$ cat src/rtl/osd_acc_pkg.sv
// Package: shared window codes, control bit positions and register defaults
// for the OSD access control block. Assumes an 8-register bank.
package osd_acc_pkg;

    typedef enum logic [2:0] {
        RGN_NONE  = 3'd0,
        RGN_ATTR2 = 3'd1,
        RGN_FOUR  = 3'd2,
        RGN_PAGE  = 3'd3,
        RGN_REG   = 3'd4
    } rgn_e;

    localparam int CB_PLANE = 0;
    localparam int CB_ATTR  = 1;
    localparam int CB_HPOL  = 2;
    localparam int CB_VPOL  = 3;
    localparam int CB_LIMIT = 4;
    localparam int CB_SRST  = 7;
    localparam int CTRL_LOW_W = 5;

    // Default value of each bank register after reset or software reset.
    function automatic logic [7:0] bank_default(input int idx);
        case (idx)
            3:       return 8'h0C;
            4:       return 8'h51;
            default: return 8'h00;
        endcase
    endfunction

endpackage

$ cat src/rtl/osd_addr_decode.sv
// Address window decoder. Maps a host address to a window code and a bank
// index. Assumes REG_BASE is aligned to NREG so the index is the low bits.
module osd_addr_decode
    import osd_acc_pkg::*;
#(
    parameter int          AW        = 16,
    parameter int          NREG      = 8,
    parameter logic [15:0] ATTR2_HI  = 16'h2FFF,
    parameter logic [15:0] FOURA_LO  = 16'h3000,
    parameter logic [15:0] FOURA_HI  = 16'h3FFF,
    parameter logic [15:0] FOURB_LO  = 16'h7000,
    parameter logic [15:0] FOURB_HI  = 16'h7FFF,
    parameter logic [15:0] PAGE_LO   = 16'h8000,
    parameter logic [15:0] PAGE_HI   = 16'h81FF,
    parameter logic [15:0] REG_BASE  = 16'h8400,
    localparam int         IW        = $clog2(NREG)
) (
    input  logic [AW-1:0] addr,
    output rgn_e          rgn,
    output logic [IW-1:0] idx
);

    localparam logic [AW-1:0] REG_TOP = AW'(REG_BASE) + AW'(NREG - 1);

    // Window priority compare; windows do not overlap.
    always_comb begin
        if (addr <= AW'(ATTR2_HI))
            rgn = RGN_ATTR2;
        else if ((addr >= AW'(FOURA_LO) && addr <= AW'(FOURA_HI)) ||
                 (addr >= AW'(FOURB_LO) && addr <= AW'(FOURB_HI)))
            rgn = RGN_FOUR;
        else if (addr >= AW'(PAGE_LO) && addr <= AW'(PAGE_HI))
            rgn = RGN_PAGE;
        else if (addr >= AW'(REG_BASE) && addr <= REG_TOP)
            rgn = RGN_REG;
        else
            rgn = RGN_NONE;
    end

    assign idx = addr[IW-1:0];

endmodule

$ cat src/rtl/osd_ctrl_reg.sv
// Steering control register with self-clearing software reset sequencer.
// Assumes write strobes last one cycle. Bits 5 and 6 are never stored.
module osd_ctrl_reg
    import osd_acc_pkg::*;
#(
    parameter  int SRST_CYC = 4,
    localparam int CW       = $clog2(SRST_CYC + 1) + 1
) (
    input  logic                  clk,
    input  logic                  rst_n,
    input  logic                  wr_en,
    input  logic                  wr_srst,
    input  logic [CTRL_LOW_W-1:0] wr_low,
    output logic [7:0]            ctrl_o,
    output logic                  busy_o
);

    logic [CTRL_LOW_W-1:0] low_q;
    logic                  srst_q;
    logic [CW-1:0]         cnt_q;

    // Store steering bits on every write, also while a reset runs.
    always_ff @(posedge clk) begin
        if (!rst_n)
            low_q <= '0;
        else if (wr_en)
            low_q <= wr_low;
    end

    // Start, count down and self-clear the software reset.
    always_ff @(posedge clk) begin
        if (!rst_n) begin
            srst_q <= 1'b0;
            cnt_q  <= '0;
        end else if (srst_q) begin
            if (cnt_q == '0)
                srst_q <= 1'b0;
            else
                cnt_q <= cnt_q - 1'b1;
        end else if (wr_en && wr_srst) begin
            srst_q <= 1'b1;
            cnt_q  <= CW'(SRST_CYC - 1);
        end
    end

    assign ctrl_o = {srst_q, 2'b00, low_q};
    assign busy_o = srst_q;

    // Independent run-length counter for the reset window check.
    logic [CW-1:0] run_q;
    always_ff @(posedge clk) begin
        if (!rst_n)
            run_q <= '0;
        else if (srst_q)
            run_q <= run_q + 1'b1;
        else
            run_q <= '0;
    end

    AST_SRST_LENGTH: assert property (@(posedge clk) disable iff (!rst_n)
        $fell(busy_o) |-> run_q == CW'(SRST_CYC));

    AST_SRST_START: assert property (@(posedge clk) disable iff (!rst_n)
        (wr_en && wr_srst && !busy_o) |=> busy_o);

endmodule

$ cat src/rtl/osd_reg_bank.sv
// Plain byte register bank. The control slot is left empty (reads 0) since
// the steering register lives elsewhere. Software reset forces defaults.
module osd_reg_bank
    import osd_acc_pkg::*;
#(
    parameter  int NREG     = 8,
    parameter  int CTRL_OFS = 2,
    localparam int IW       = $clog2(NREG)
) (
    input  logic          clk,
    input  logic          rst_n,
    input  logic          busy_i,
    input  logic          wr_en,
    input  logic [IW-1:0] idx,
    input  logic [7:0]    wdata,
    output logic [7:0]    rdata_o
);

    logic [7:0] q [NREG];

    for (genvar i = 0; i < NREG; i++) begin : g_reg
        if (i == CTRL_OFS) begin : g_hole
            assign q[i] = 8'h00;
        end else begin : g_byte
            logic [7:0] r;
            // Hold, write, or restore default for one bank byte.
            always_ff @(posedge clk) begin
                if (!rst_n || busy_i)
                    r <= bank_default(i);
                else if (wr_en && idx == IW'(i))
                    r <= wdata;
            end
            assign q[i] = r;

            AST_BANK_DEFAULT: assert property (@(posedge clk) disable iff (!rst_n)
                $past(busy_i) |-> r == bank_default(i));
        end
    end

    assign rdata_o = q[idx];

endmodule

$ cat src/rtl/osd_access_ctrl.sv
// Top of the OSD access control block: decodes host addresses, steers plane
// and page selects, muxes read data. Assumes host_addr is stable while
// host_rd or host_wr is high.
module osd_access_ctrl
    import osd_acc_pkg::*;
#(
    parameter  int          AW       = 16,
    parameter  int          NREG     = 8,
    parameter  int          CTRL_OFS = 2,
    parameter  int          SRST_CYC = 4,
    parameter  logic [15:0] REG_BASE = 16'h8400,
    localparam int          IW       = $clog2(NREG)
) (
    input  logic          clk,
    input  logic          rst_n,
    input  logic [AW-1:0] host_addr,
    input  logic          host_wr,
    input  logic          host_rd,
    input  logic [7:0]    host_wdata,
    output logic [7:0]    host_rdata,
    input  logic [7:0]    page_char_i,
    input  logic [7:0]    page_attr_i,
    input  logic          page_vld_i,
    output logic [2:0]    mem_rgn_o,
    output logic          plane_sel_o,
    output logic          page_attr_sel_o,
    output logic          hsync_neg_o,
    output logic          vsync_neg_o,
    output logic          vblank_only_o,
    output logic          sw_reset_o
);

    rgn_e          rgn;
    logic [IW-1:0] idx;
    logic [7:0]    ctrl;
    logic [7:0]    bank_rd;
    logic          busy;
    logic          reg_wr;
    logic          ctrl_wr;

    osd_addr_decode #(.AW(AW), .NREG(NREG), .REG_BASE(REG_BASE)) u_dec (
        .addr (host_addr),
        .rgn  (rgn),
        .idx  (idx)
    );

    assign reg_wr  = host_wr && (rgn == RGN_REG);
    assign ctrl_wr = reg_wr && (idx == IW'(CTRL_OFS));

    osd_ctrl_reg #(.SRST_CYC(SRST_CYC)) u_ctrl (
        .clk     (clk),
        .rst_n   (rst_n),
        .wr_en   (ctrl_wr),
        .wr_srst (host_wdata[CB_SRST]),
        .wr_low  (host_wdata[CTRL_LOW_W-1:0]),
        .ctrl_o  (ctrl),
        .busy_o  (busy)
    );

    osd_reg_bank #(.NREG(NREG), .CTRL_OFS(CTRL_OFS)) u_bank (
        .clk     (clk),
        .rst_n   (rst_n),
        .busy_i  (busy),
        .wr_en   (reg_wr && !ctrl_wr),
        .idx     (idx),
        .wdata   (host_wdata),
        .rdata_o (bank_rd)
    );

    // Read-data mux over window, page selector and bank slot.
    always_comb begin
        host_rdata = 8'h00;
        if (host_rd) begin
            case (rgn)
                RGN_PAGE: if (page_vld_i)
                              host_rdata = ctrl[CB_ATTR] ? page_attr_i : page_char_i;
                RGN_REG:  host_rdata = (idx == IW'(CTRL_OFS)) ? ctrl : bank_rd;
                default:  host_rdata = 8'h00;
            endcase
        end
    end

    assign mem_rgn_o       = rgn;
    assign plane_sel_o     = (rgn == RGN_FOUR) && ctrl[CB_PLANE];
    assign page_attr_sel_o = ctrl[CB_ATTR];
    assign hsync_neg_o     = ctrl[CB_HPOL];
    assign vsync_neg_o     = ctrl[CB_VPOL];
    assign vblank_only_o   = ctrl[CB_LIMIT];
    assign sw_reset_o      = busy;

    AST_PLANE_WINDOW: assert property (@(posedge clk) disable iff (!rst_n)
        plane_sel_o |-> mem_rgn_o == 3'd2);

    AST_NO_READ_LEAK: assert property (@(posedge clk) disable iff (!rst_n)
        (!host_rd || mem_rgn_o < 3'd3) |-> host_rdata == 8'h00);

    AST_RSV_BITS: assert property (@(posedge clk) disable iff (!rst_n)
        (host_rd && mem_rgn_o == 3'd4 && host_addr[IW-1:0] == IW'(CTRL_OFS))
            |-> host_rdata[6:5] == 2'b00);

endmodule

$ cat config.mk
export PLATFORM = sky130hd
export DESIGN_NAME = osd_access_ctrl
export DESIGN_NICKNAME = d
export VERILOG_FILES = /design/src/rtl/osd_acc_pkg.sv /design/src/rtl/osd_addr_decode.sv /design/src/rtl/osd_ctrl_reg.sv /design/src/rtl/osd_reg_bank.sv /design/src/rtl/osd_access_ctrl.sv
export SDC_FILE = /design/constraint.sdc
export NUM_CORES = 1
export LEC_CHECK = 0
export BUFFER_PORTS_ARGS = -buffer_cell sky130_fd_sc_hd__buf_2
export CAP_MARGIN = 20
export CORE_ASPECT_RATIO = 0.75
export CORE_MARGIN = 5
export CORE_UTILIZATION = 40
export CTS_CLUSTER_DIAMETER = 120
export DETAILED_ROUTE_END_ITERATION = 10
export MAX_ROUTING_LAYER = met4
export SKIP_CTS_REPAIR_TIMING = 1
export SKIP_LAST_GASP = 1
export SLEW_MARGIN = 20
export SYNTH_ARGS = -nofsm -noshare
export SYNTH_HDL_FRONTEND = slang
export SYNTH_SLANG_ARGS = --single-unit
$ cat constraint.sdc
create_clock -name clk -period 4.1 [get_ports clk]
set_clock_uncertainty 0.05 [all_clocks]
set_input_delay 0.41 -clock clk [delete_from_list [all_inputs] [get_ports clk]]
set_output_delay 0.41 -clock clk [all_outputs]
set_load 0.02 [all_outputs]
* Yosys cells after proc, flatten, opt, wreduce, memory -nomap -nowiden *
Cells that the tools add are included.

storage, ports and cells
  register bits after elaboration = 66
  latch bits = 0
  RAM bits = 0
  memory bits (read-only) = 0
  input port bits = 45
  output and inout bits = 17
  word-level logic and storage cells = 75
  memories kept = 0

operators by class
  add/sub/neg operators = 1
  $mul = 0
  divide/modulo/power cells = 0
  $lt $le $gt $ge = 10
  eq/ne operators = 11
  shift operators = 0
  mux-type cells = 18
  bitwise logic cells = 1
  reduce and logical (&&, ||, !) cells = 24

operators with widths
  kind                    number
  $mux W8                 6
  $ge A16 B16 Y1 const B  2
  $le A16 B14 Y1 const B  2
  $le A16 B16 Y1 const B  2
  $bmux W8 S3             1
  $ge A16 B14 Y1 const B  1
  $ge A16 B15 Y1 const B  1
  $le A16 B15 Y1 const B  1
  $logic_and A1 B1 Y1     16
  $pmux W8 S2             1
  $eq A3 B3 Y1 const B    5
  $eq A3 B2 Y1 const B    4
  $mux W3                 4
  $mux W4                 3
  $ge A4 B4 Y1 const B    1
  $logic_not A4 Y1        1
  $not A3 Y4              1
  $sub A4 B1 Y4 const B   1
  $eq A3 B1 Y1 const B    1
  $logic_not A3 Y1        1
  $mux W1                 3
  $logic_not A1 Y1        2
  $logic_or A1 B1 Y1      2
  $ne A2 B2 Y1 const B    1
  2 further kinds         2

* Longest topological paths before layout *
Gate-level depths: netlist of the first run.

  depth after elaboration = 12
  mapped depth = 7
  gate-level depth less buffers = 5

* Hierarchy *
Synthesis of the first run repeated with hierarchy kept, for this count alone.

unflattened totals
  cell total of the unflattened synthesis = 391
  area total of the unflattened synthesis = 3,518.4 sq um

modules (own cells, without submodules)
  module           times used  cells each  area each (sq um)  sequential area each (sq um)
  osd_reg_bank     1           297         2,666.3            1,121.1
  osd_ctrl_reg     1           46          436.7              200.2
  osd_access_ctrl  1           35          306.5              0.0
  osd_addr_decode  1           13          108.9              0.0

* Worst setup path before layout of the first run *
No wires, ideal clock.

  kind = input port to output port
  start = in host_addr[3]
  end = out host_rdata[0]
  data arrival time = 1.918 ns
  required time = 3.640 ns
  path slack = 1.722 ns
  stages = 6
  buffers on the path = 1
  cells stage by stage = nor4_2 -> nand4_2 -> inv_2 -> buf_2 -> o2111ai_1 -> o22ai_1

between the ends
  word-level cells in the longest chain between the ends = 9

RTL lines
  element                                           line                   RTL
  start, declared                                   osd_access_ctrl.sv:16  input logic [AW-1:0] host_addr,
  $ge A16 B16 Y1 or $le A16 B16 Y1 (tied branches)  osd_addr_decode.sv:34  else if (addr >= AW'(REG_BASE) && addr <= REG_TOP)
  $logic_and A1 B1 Y1                               osd_addr_decode.sv:34
  $mux W3                                           osd_addr_decode.sv:34
  $mux W3                                           osd_addr_decode.sv:32  else if (addr >= AW'(PAGE_LO) && addr <= AW'(PAGE_HI))
  $mux W3                                           osd_addr_decode.sv:29  else if ((addr >= AW'(FOURA_LO) && addr <= AW'(FOURA_HI)) ||
  $mux W3 (*)                                       osd_addr_decode.sv:27  if (addr <= AW'(ATTR2_HI))
  via mem_rgn_o[2]                                  osd_access_ctrl.sv:24  output logic [2:0] mem_rgn_o,
  $eq A3 B3 Y1 or $eq A3 B2 Y1 (tied branches)      osd_access_ctrl.sv:74  case (rgn)
  $pmux W8 S2 (*)                                   osd_access_ctrl.sv:74
  $mux W8 (*)                                       osd_access_ctrl.sv:73  if (host_rd) begin
  end, declared                                     osd_access_ctrl.sv:20  output logic [7:0] host_rdata,

Mark *: on every way through the listed nets, which the timed path passes. The rest lies on a longest branch.

* Final worst setup path of the first run *
  start = in host_addr[14]
  end = out host_rdata[3]

between the ends
  word-level cells in the longest chain between the ends = 9

RTL lines
  element                                           line
  $ge A16 B16 Y1 or $le A16 B16 Y1 (tied branches)  osd_addr_decode.sv:34
  $logic_and A1 B1 Y1                               osd_addr_decode.sv:34
  $mux W3                                           osd_addr_decode.sv:34
  $mux W3                                           osd_addr_decode.sv:32
  $mux W3                                           osd_addr_decode.sv:29
  $mux W3 (*)                                       osd_addr_decode.sv:27
  $eq A3 B3 Y1 or $eq A3 B2 Y1 (tied branches)      osd_access_ctrl.sv:74
  $pmux W8 S2 (*)                                   osd_access_ctrl.sv:74
  $mux W8 (*)                                       osd_access_ctrl.sv:73

Mark *: on every way between the ends. The rest lies on a longest branch, timed or not.

==> flow_summary.ini, run 1 <==
[outcome]
status = completed

[clock_tree]
cts_sinks = 66
cts_buffer_depth = 2
clock_latency_ns = 0.33
h-tree-depth = 3
cts-root-buf = clkbuf_16
cts.reportedPaths.clkPinSlew_ns = 0.06
cts_tree = built
cts_inserted_buffers = 9

[floorplanning]
ios = 62
initial_utilization = 0.408
fp.dieArea_mm2 = 0.0106
core_area_mm2 = 0.00842
fp.dieW_um = 117
die_y_um = 90.3
rows = 29

[timing]
rsz0062_at_grt = no
fin_crit_sh = 0.686
max_slew_margin = 0.385
slew_violations = 0
fin_crit_ns = 2.81
final_hold_viol_count = 0
setup_tns_ns = 0
report.final.setup_viol = 0
worstMarginPinSlew_ns = 0.922
max_freq_mhz = 356
hold_ws_ns = 0.287

[cells_and_area]
final_area_mm2 = 0.00415
nNetsFinal = 469
fill_cells = 818
drive_gt1_frac = 0.231
area_growth_syn_to_layout_pct = 20.9
diodes = 0

[setup_path]
worstRegToRegCells = 3
critical_path_class = in2out
cpMostUsedCell = buf_2
critPathRequiredTime_ns = 3.64
regToRegStartpoint = u_ctrl.busy_o$_SDFF_PN0_
crit_chain = buf_2 > or4b_1 > nor4_4 > o211ai_1 > o22ai_1 > buf_2
endpoint_kind = primary output
regToRegSetupSlack_ns = 2.26
cp_slowest_cell = nor4_4
path_delay_family = simple AND/OR/NAND/NOR gates
rr_endpoint = u_bank.g_reg[5].g_byte.r[3]$_SDFFE_PP0P_
cp_slowest_stage_delay_ns = 0.65
crit_fanout = 5
crit_start = host_addr[14]
critPathArrivalTime_ns = 2.35
cp-start-kind = input pin
crit_buf_inv = 2

[logic_synthesis]
ys.flop_type = dfxtp_1
synth.distinct_cells = 54
yosys.area.top_type = dfxtp_1
synth.area.top_cells = dfxtp_1 38%, mux2i_1 22%, nand2_1 8.5%
synthCells = 374
ys_seq_area_frac = 0.385
ys_ff_latch = 66
yosys_warnings = 0
async_reset_ff_frac = 0
yosysTopAreaCellShare = 0.385
avgSynthCellArea_um2 = 9.18
synth_edf_count = 0
netlist_area_mm2 = 0.00343
syn_nets = 420

[power_and_ir_drop]
pwr_density_cell_mw_per_mm2 = 411
ir_drop_mv = 0.239
fin_total_pwr_w = 0.00171
leakage_nw = 1.93

[global_routing]
antenna_found_initial = 0
grt_pass1_wl_um = 15900
grt_usage = 0.200
grt_overflow_total = 0
grt_max_degree = 38
grt_pass1_vias = 3009

[detailed_routing]
vias = 3054
wl_per_cell_um = 18.6
wirelength_um = 9970
route.antenna.remaining_nets = 0
first_iter_violations = 203
drtPass1Iterations = 4
remaining_drc_errors = 0
vias_per_cell = 5.70

[placed_design]
placed_area_mm2 = 0.00379
gp_congestion = 0.814
port_buffers = 61
place_hpwl_um = 6950

[hold_path]
min_to = u_ctrl.busy_o$_SDFF_PN0_
worst_hold_path_type = in2reg
hold_depth = 2
hold_start = rst_n

[run]
max-cap-violations = 0
-- per-layer routing --
layer | track usage | part of all wire
met3 | 0.0442 | 0.062
met4 | 0.0535 | 0.0076
met5 | - | 0
met1 | 0.271 | 0.47
met2 | 0.301 | 0.46
-- flip-flops by register name, indices dropped and copies added, names as in the netlist --
| signal | count |
|---|---|
| u_bank.g.g_byte.r | 56 |
| u_ctrl.low_q | 5 |
| u_ctrl.cnt_q | 4 |
| u_ctrl.busy_o | 1 |
-- synth_stat cells (2+ instances only) --
| cell | count |
|---|---|
| nand2_1 | 78 |
| nand3_2 | 3 |
| or3_1 | 2 |
| o21ai_0 | 8 |
| o31ai_1 | 5 |
| o22a_1 | 3 |
| a22oi_1 | 5 |
| nor3b_1 | 2 |
| o211ai_1 | 3 |
| nor2_1 | 9 |
| mux2_2 | 4 |
| nand4b_1 | 3 |
| inv_1 | 4 |
| a21oi_1 | 11 |
| buf_2 | 8 |
| and2_1 | 3 |
| nor2b_1 | 3 |
| o22ai_1 | 8 |
| nand4_1 | 12 |
| o31a_1 | 2 |
| or3b_2 | 2 |
| o311ai_0 | 2 |
| mux4_2 | 2 |
| dfxtp_1 | 66 |
| nand3_1 | 5 |
| mux2i_1 | 77 |
| clkbuf_1 | 15 |
| a31oi_1 | 3 |
-- stage by stage --
stage	instances	utilization	worst slack, ns
2_1_floorplan	374	-	1.72
3_3_place_gp	520	0.450	1.35
5_1_grt	536	0.493	1.18
4_1_cts	536	0.493	1.32
6_report	536	0.493	1.29
3_5_place_dp	520	0.450	1.32
-- worst max path at each step --
stage	endpoint	cells after the start
5_1_grt	host_rdata[4]	6
3_5_place_dp	host_rdata[1]	6
4_1_cts	host_rdata[1]	6
3_3_place_gp	host_rdata[1]	6
2_1_floorplan	host_rdata[0]	6
6_report	host_rdata[3]	6
-- layout make-up --
class	instances	area [um2]	share of cell area
Clock buffer	11	243	0.0584
Inverter	6	22.5	0.00542
Tap cell	108	135	0.0325
Clock inverter	5	125	0.0301
Timing Repair Buffer	63	320	0.0771
Multi-Input combinational cell	277	1990	0.478
Sequential cell	66	1320	0.318
-- where the power goes --
part	leakage (nW)	internal [W]	switching, W
Sequential	0.531	0.000642	0.00000000362
Clock	0.180	0.000671	0.000278
Combinational	1.22	0.0000400	0.0000750
-- cells by family after synthesis --
| logic type | count (synthesis) | synth area share |
|---|---|---|
| flops | 66 | 0.385 |
| compound gates | 56 | 0.108 |
| mux | 83 | 0.251 |
| fa+ha+maj | 1 | 0.00364 |
| buf+inv | 31 | 0.0390 |
| simple gates | 137 | 0.214 |
-- layout by cell type, fill, tap and decap left out, drive strengths merged, types with 2 or more instances in the layout --
| master | n |
|---|---|
| nand2 | 79 |
| mux2i | 77 |
| dfxtp | 66 |
| buf | 63 |
| nand4 | 14 |
| a21oi | 11 |
| clkbuf | 11 |
| nor2 | 9 |
| o21ai | 9 |
| o22ai | 8 |
| nand3 | 8 |
| a22oi | 5 |
| o31ai | 5 |
| inv | 5 |
| mux2 | 4 |
| bufinv | 4 |
| nor2b | 3 |
| and2 | 3 |
| a31oi | 3 |
| o211ai | 3 |
| o22a | 3 |
| nand4b | 3 |
| nor4 | 3 |
| nor3b | 2 |
| or3b | 2 |
| or3 | 2 |
| mux4 | 2 |
| o31a | 2 |
| o311ai | 2 |
| nor4b | 2 |
| or4 | 2 |
| clkinv | 2 |
Power figures use the tool's default switching activity.
==> inputs of run 2 (changes only) <==
- ABC_AREA: unset -> 1
- clock period: 4.1 -> 2.4 ns (I/O delays scaled with it)
==> flow_summary.ini, run 2 <==
[outcome]
status = completed

[clock_tree]
clock_latency_ns = 0.33
cts_buffer_depth = 2
cts.reportedPaths.clkPinSlew_ns = 0.05
cts-root-buf = clkbuf_16
cts_tree = built
h-tree-depth = 3
cts_sinks = 66
cts_inserted_buffers = 9

[cells_and_area]
largest_reg_flops = 56
final_cell_mix = 158 x nor2_1, 143 x nand2_1, 66 x dfxtp_1
nNetsFinal = 699
area_growth_syn_to_layout_pct = 20.9
final_common_cell = nor2_1
diodes = 0
reg_top3 = u_bank.g.g_byte.r x56, u_ctrl.low_q x5, u_ctrl.cnt_q x4
top_register = u_bank.g.g_byte.r
drive_gt1_frac = 0.172

[logic_synthesis]
ys_seq_area_frac = 0.365
synthCells = 587
synth_most_common_cell = nor2_1
synth_common_cells = 159 x nor2_1, 143 x nand2_1, 66 x dfxtp_1, 51 x inv_1, 30 x a21oi_1
syn_nets = 633
synthMuxAreaShare = 0
async_reset_ff_frac = 0
ys_ff_latch = 66
synth_compound_area_frac = 0.134
synthSimpleGateAreaFrac = 0.407
avgSynthCellArea_um2 = 6.16
synth.distinct_cells = 29
synth_edf_count = 0
yosysTopAreaCellShare = 0.365
yosys_warnings = 0
yosys.area.top_type = dfxtp_1
yosys.area_share.adder = 0.00346
synth_xor_area_frac = 0.00484
netlist_area_mm2 = 0.00362
synth.area.top_cells = dfxtp_1 37%, nor2_1 17%, nand2_1 15%
ys.flop_type = dfxtp_1
synth_top_family_by_area = simple AND/OR/NAND/NOR gates

[run]
max-cap-violations = 0

[timing]
rsz0062_at_grt = no
fin_crit_sh = 0.899
max_slew_margin = 0.702
setup_tns_ns = 0
setup_ws_ns = 0.242
max_freq_mhz = 463
worstMarginPinSlew_ns = 0.444
slew_violations = 0
fin_crit_ns = 2.16
report.final.setup_viol = 0
final_hold_viol_count = 0

[power_and_ir_drop]
leakage_nw = 2.09
ir_drop_mv = 0.333
internal-power_w = 0.00192
pwr_density_cell_mw_per_mm2 = 579
p_sw_frac = 0.241
clkPwrFrac = 0.477
seq_power_share = 0.433
p_sw_w = 0.000610
p_comb_frac = 0.090

[setup_path]
critPathRequiredTime_ns = 2.11
crit_fanout = 10
regToRegSetupSlack_ns = 0.87
endpoint_kind = primary output
worstRegToRegCells = 8
rr_endpoint = u_ctrl.cnt_q[1]$_SDFFE_PN0P_
critical_path_class = reg2out
cp-start-kind = flip-flop
crit_path_end = host_rdata[5]
crit_start = u_ctrl.low_q[1]$_SDFFE_PN0P_
regToRegStartpoint = u_ctrl.cnt_q[0]$_SDFFE_PN0P_
critPathArrivalTime_ns = 1.87

[detailed_routing]
drtPass1Iterations = 5
vias = 3873
first_iter_violations = 262
vias_per_cell = 5.04
route.antenna.remaining_nets = 0
wirelength_um = 10900
remaining_drc_errors = 0
wl_per_cell_um = 14.2

[floorplanning]
die_y_um = 92.3
ios = 62
fp.dieW_um = 120
fp.dieArea_mm2 = 0.0111
core_area_mm2 = 0.00893
rows = 30
initial_utilization = 0.405

[global_routing]
grt_pass1_wl_um = 17800
grt_pass1_vias = 3587
grt_max_degree = 38
grt_overflow_total = 0
grt_usage = 0.210
antenna_found_initial = 0

[placed_design]
place_hpwl_um = 8200
port_buffers = 61
gp_congestion = 0.916
pre_cts_slack_ns = 0.294

[hold_path]
worst_hold_path_type = in2reg
-- run 2: cell types whose count changed in the layout (fill, tap and decap cells not counted), sizes merged, moves of 7 or more --
| cell | before | now |
|---|---|---|
| o22ai | 8 | 1 |
| o21bai | 0 | 12 |
| or2 | 1 | 8 |
| nand2 | 79 | 145 |
| nor2 | 9 | 165 |
| buf | 63 | 78 |
| o21ai | 9 | 34 |
| inv | 5 | 53 |
| mux2i | 77 | 0 |
| nand3 | 8 | 15 |
| a21oi | 11 | 30 |
-- run 2: kinds of logic after synthesis --
group | after synthesis
AO/OA/AOI/OAI | 86
XOR/XNOR | 2
adder cells (fa/ha/maj) | 1
buffers and inverters | 79
flip-flops | 66
AND/OR/NAND/NOR | 353
-- run 2: through the flow --
step                      instances  area, um2  total power (W)  hold WS, ns  utilization
final                           769       4370          0.00253        0.196        0.489
after global routing            769       4370          0.00263        0.202        0.489
after CTS                       769       4370          0.00255        0.177        0.489
after detailed placement        754       4100          0.00134        0.401        0.459
after global placement          754       4100          0.00134        0.391        0.459
after floorplan                 587       3620          0.00124        0.316            -
-- run 2: power groups by stage --
stage / logic [W] / clock network, W / registers (W)
after CTS: 0.000224 / 0.00123 / 0.00110
after global placement: 0.000221 / 0 / 0.00112
after global routing: 0.000252 / 0.00128 / 0.00110
after floorplan: 0.000116 / 0 / 0.00112
final: 0.000227 / 0.00121 / 0.00110
after detailed placement: 0.000223 / 0 / 0.00112
-- run 2: critical path, stage by stage, from the launching register on --
cell and delay [ns]:
dfxtp_1 0.50, clkinv_1 0.33, or2_2 0.36, o211ai_1 0.09, a21oi_1 0.09, buf_2 0.16
-- run 2: layout make-up --
type | instances | area (um2)
timing repair buffer | 78 | 433
multi-input combinational | 442 | 1990
inverter | 56 | 210
fill | 935 | 4560
clock inverter | 2 | 12.5
sequential | 66 | 1320
clock buffer | 13 | 260
tap | 112 | 140
-- run 2: per-layer routing --
metal	global-route usage	wire length, um
met1	0.286	5390
met2	0.306	4700
met3	0.0501	656
met4	0.0715	202
met5	-	0
-- run 2: how the worst min path moves through the flow --
stage | depth (start not counted) | from | to | slack [ns]
after floorplan | 2 | host_wdata[0] | u_bank.g_reg[4].g_byte.r[0]$_SDFFE_PP1P_ | 0.32
after global placement | 2 | u_ctrl.cnt_q[1]$_SDFFE_PN0P_ | u_ctrl.cnt_q[1]$_SDFFE_PN0P_ | 0.39
after detailed placement | 2 | u_ctrl.cnt_q[1]$_SDFFE_PN0P_ | u_ctrl.cnt_q[1]$_SDFFE_PN0P_ | 0.40
after CTS | 3 | host_wdata[6] | u_bank.g_reg[4].g_byte.r[6]$_SDFFE_PP1P_ | 0.18
after global routing | 3 | host_wdata[5] | u_bank.g_reg[5].g_byte.r[5]$_SDFFE_PP0P_ | 0.20
final | 3 | host_wdata[6] | u_bank.g_reg[4].g_byte.r[6]$_SDFFE_PP1P_ | 0.20
==> inputs of run 3 (changes only) <==
- BUFFER_PORTS_ARGS: -buffer_cell sky130_fd_sc_hd__buf_2 -> unset
- DONT_BUFFER_PORTS: unset -> 1
==> flow_summary.ini, run 3 (same netlist as run 2, synthesis figures left out) <==
[global_routing]
grt_overflow_total = 0
grt_usage = 0.206
antenna_found_initial = 0
grt_max_degree = 38
grt_pass1_vias = 3447
grt_pass1_wl_um = 17400

[detailed_routing]
remaining_drc_errors = 0
vias = 3638
wl_per_cell_um = 15.3
first_iter_violations = 279
drtPass1Iterations = 5
vias_per_cell = 5.12
route.antenna.remaining_nets = 0
wirelength_um = 10900

[placed_design]
placed_cells = 690
gp_congestion = 0.859
place_hpwl_um = 7740
port_buffers = 0

[setup_path]
critical_path_class = reg2out
cp_slowest_cell = or2_2
cp_slowest_stage_delay_ns = 0.36
critPathRequiredTime_ns = 2.11
crit_fanout = 10
cpMostUsedCell = buf_4
critPathArrivalTime_ns = 1.80
crit_chain = buf_4 > clkinv_1 > or2_2 > o211ai_1 > a21oi_1 > buf_4
crit_start = u_ctrl.low_q[1]$_SDFFE_PN0P_
cp-start-kind = flip-flop
path_delay_family = buffers and inverters
endpoint_kind = primary output
regToRegStartpoint = u_ctrl.busy_o$_SDFF_PN0_
crit_buf_inv = 3

[power_and_ir_drop]
seq_power_share = 0.444
ir_drop_mv = 0.321
clkPwrFrac = 0.486
leakage_nw = 1.84
internal-power_w = 0.00187
pwr_density_cell_mw_per_mm2 = 600
p_comb_frac = 0.069
p_sw_w = 0.000594
p_sw_frac = 0.241

[clock_tree]
cts-root-buf = clkbuf_16
cts_tree = built
clock_latency_ns = 0.33
cts_inserted_buffers = 9
h-tree-depth = 3
cts_sinks = 66
cts_buffer_depth = 2
cts.reportedPaths.clkPinSlew_ns = 0.06

[floorplanning]
initial_utilization = 0.405
fp.dieW_um = 120
rows = 30
core_area_mm2 = 0.00893
die_y_um = 92.3
fp.dieArea_mm2 = 0.0111
ios = 62

[timing]
max_freq_mhz = 478
rsz0062_at_grt = no
report.final.setup_viol = 0
max_slew_margin = 0.656
hold_ws_ns = -0.0177
setup_tns_ns = 0
fin_crit_sh = 0.872
final_hold_viol_count = 13
slew_violations = 0
worstMarginPinSlew_ns = 0.514
fin_crit_ns = 2.09

[cells_and_area]
area_growth_syn_to_layout_pct = 13.7
finalNonFillerCells = 711
largest_reg_flops = 56
top_register = u_bank.g.g_byte.r
final_cell_mix = 158 x nor2_1, 143 x nand2_1, 66 x dfxtp_1
diodes = 0
final_common_cell = nor2_1
reg_top3 = u_bank.g.g_byte.r x56, u_ctrl.low_q x5, u_ctrl.cnt_q x4
nNetsFinal = 640
drive_gt1_frac = 0.0818

[run]
max-cap-violations = 0

[outcome]
failed_checks = hold timing
status = finished, violations left

[hold_path]
hold_start = host_wdata[3]
worst_hold_path_type = in2reg
==> run 3: cell count changes in the layout (fill, tap and decap cells not counted) <==
cell,change
buf_2,-61
buf_4,-5
dlygate4sd3_1,+5
buf_12,+2
clkinv_2,+2
clkbuf_1,+1
clkbuf_8,-1
clkinvlp_4,-1
==> run 3: final timing paths <==
path                                                    to  slack, ns  cells past startpoint
setup reg to reg  u_bank.g_reg[0].g_byte.r[3]$_SDFFE_PP0P_       0.87                      4
hold reg to reg               u_ctrl.cnt_q[1]$_SDFFE_PN0P_       0.40                      2
setup / recovery                             host_rdata[5]       0.31                      6
hold / removal    u_bank.g_reg[3].g_byte.r[3]$_SDFFE_PP1P_      -0.02                      2
==> run 3: cell type report <==
cell class,count,area (um2)
fill,963,4820
multi-input combinational,442,1990
sequential,66,1320
clock buffer,13,250
inverter,56,210
timing repair buffer,19,180
tap,112,140
clock inverter,3,15.0
==> run 3: per-stage QoR <==
step / area [um2] / util / power, W / worst slack, ns
floorplan: 3620 / - / 0.00124 / 0.611
global placement: 3790 / 0.425 / 0.00128 / 0.467
detailed placement: 3790 / 0.425 / 0.00128 / 0.462
CTS: 4060 / 0.454 / 0.00248 / 0.314
global route: 4110 / 0.460 / 0.00256 / 0.183
finish: 4110 / 0.460 / 0.00247 / 0.306
==> run 3: metal layers <==
| layer | vias up | track usage | part of all wire |
|---|---|---|---|
| li1 | 1866 | - | - |
| met1 | 1651 | 0.263 | 0.48 |
| met2 | 112 | 0.299 | 0.42 |
| met3 | 9 | 0.0855 | 0.091 |
| met4 | 0 | 0.0620 | 0.012 |
| met5 | - | - | 0 |
==> run 3: power groups by stage <==
stage	clock network (W)	logic [W]	registers (W)
2_1_floorplan	0	0.000116	0.00112
3_3_place_gp	0	0.000158	0.00112
3_5_place_dp	0	0.000159	0.00112
4_1_cts	0.00123	0.000159	0.00110
5_1_grt	0.00127	0.000190	0.00110
6_report	0.00120	0.000171	0.00110
==> run 3: worst reg2reg max path, cell delays in order (launching register included) <==
cell,delay [ns]
dfxtp_1,0.45
nor2_4,0.49
buf_12,0.28
o21ai_0,0.11
nor2_1,0.10
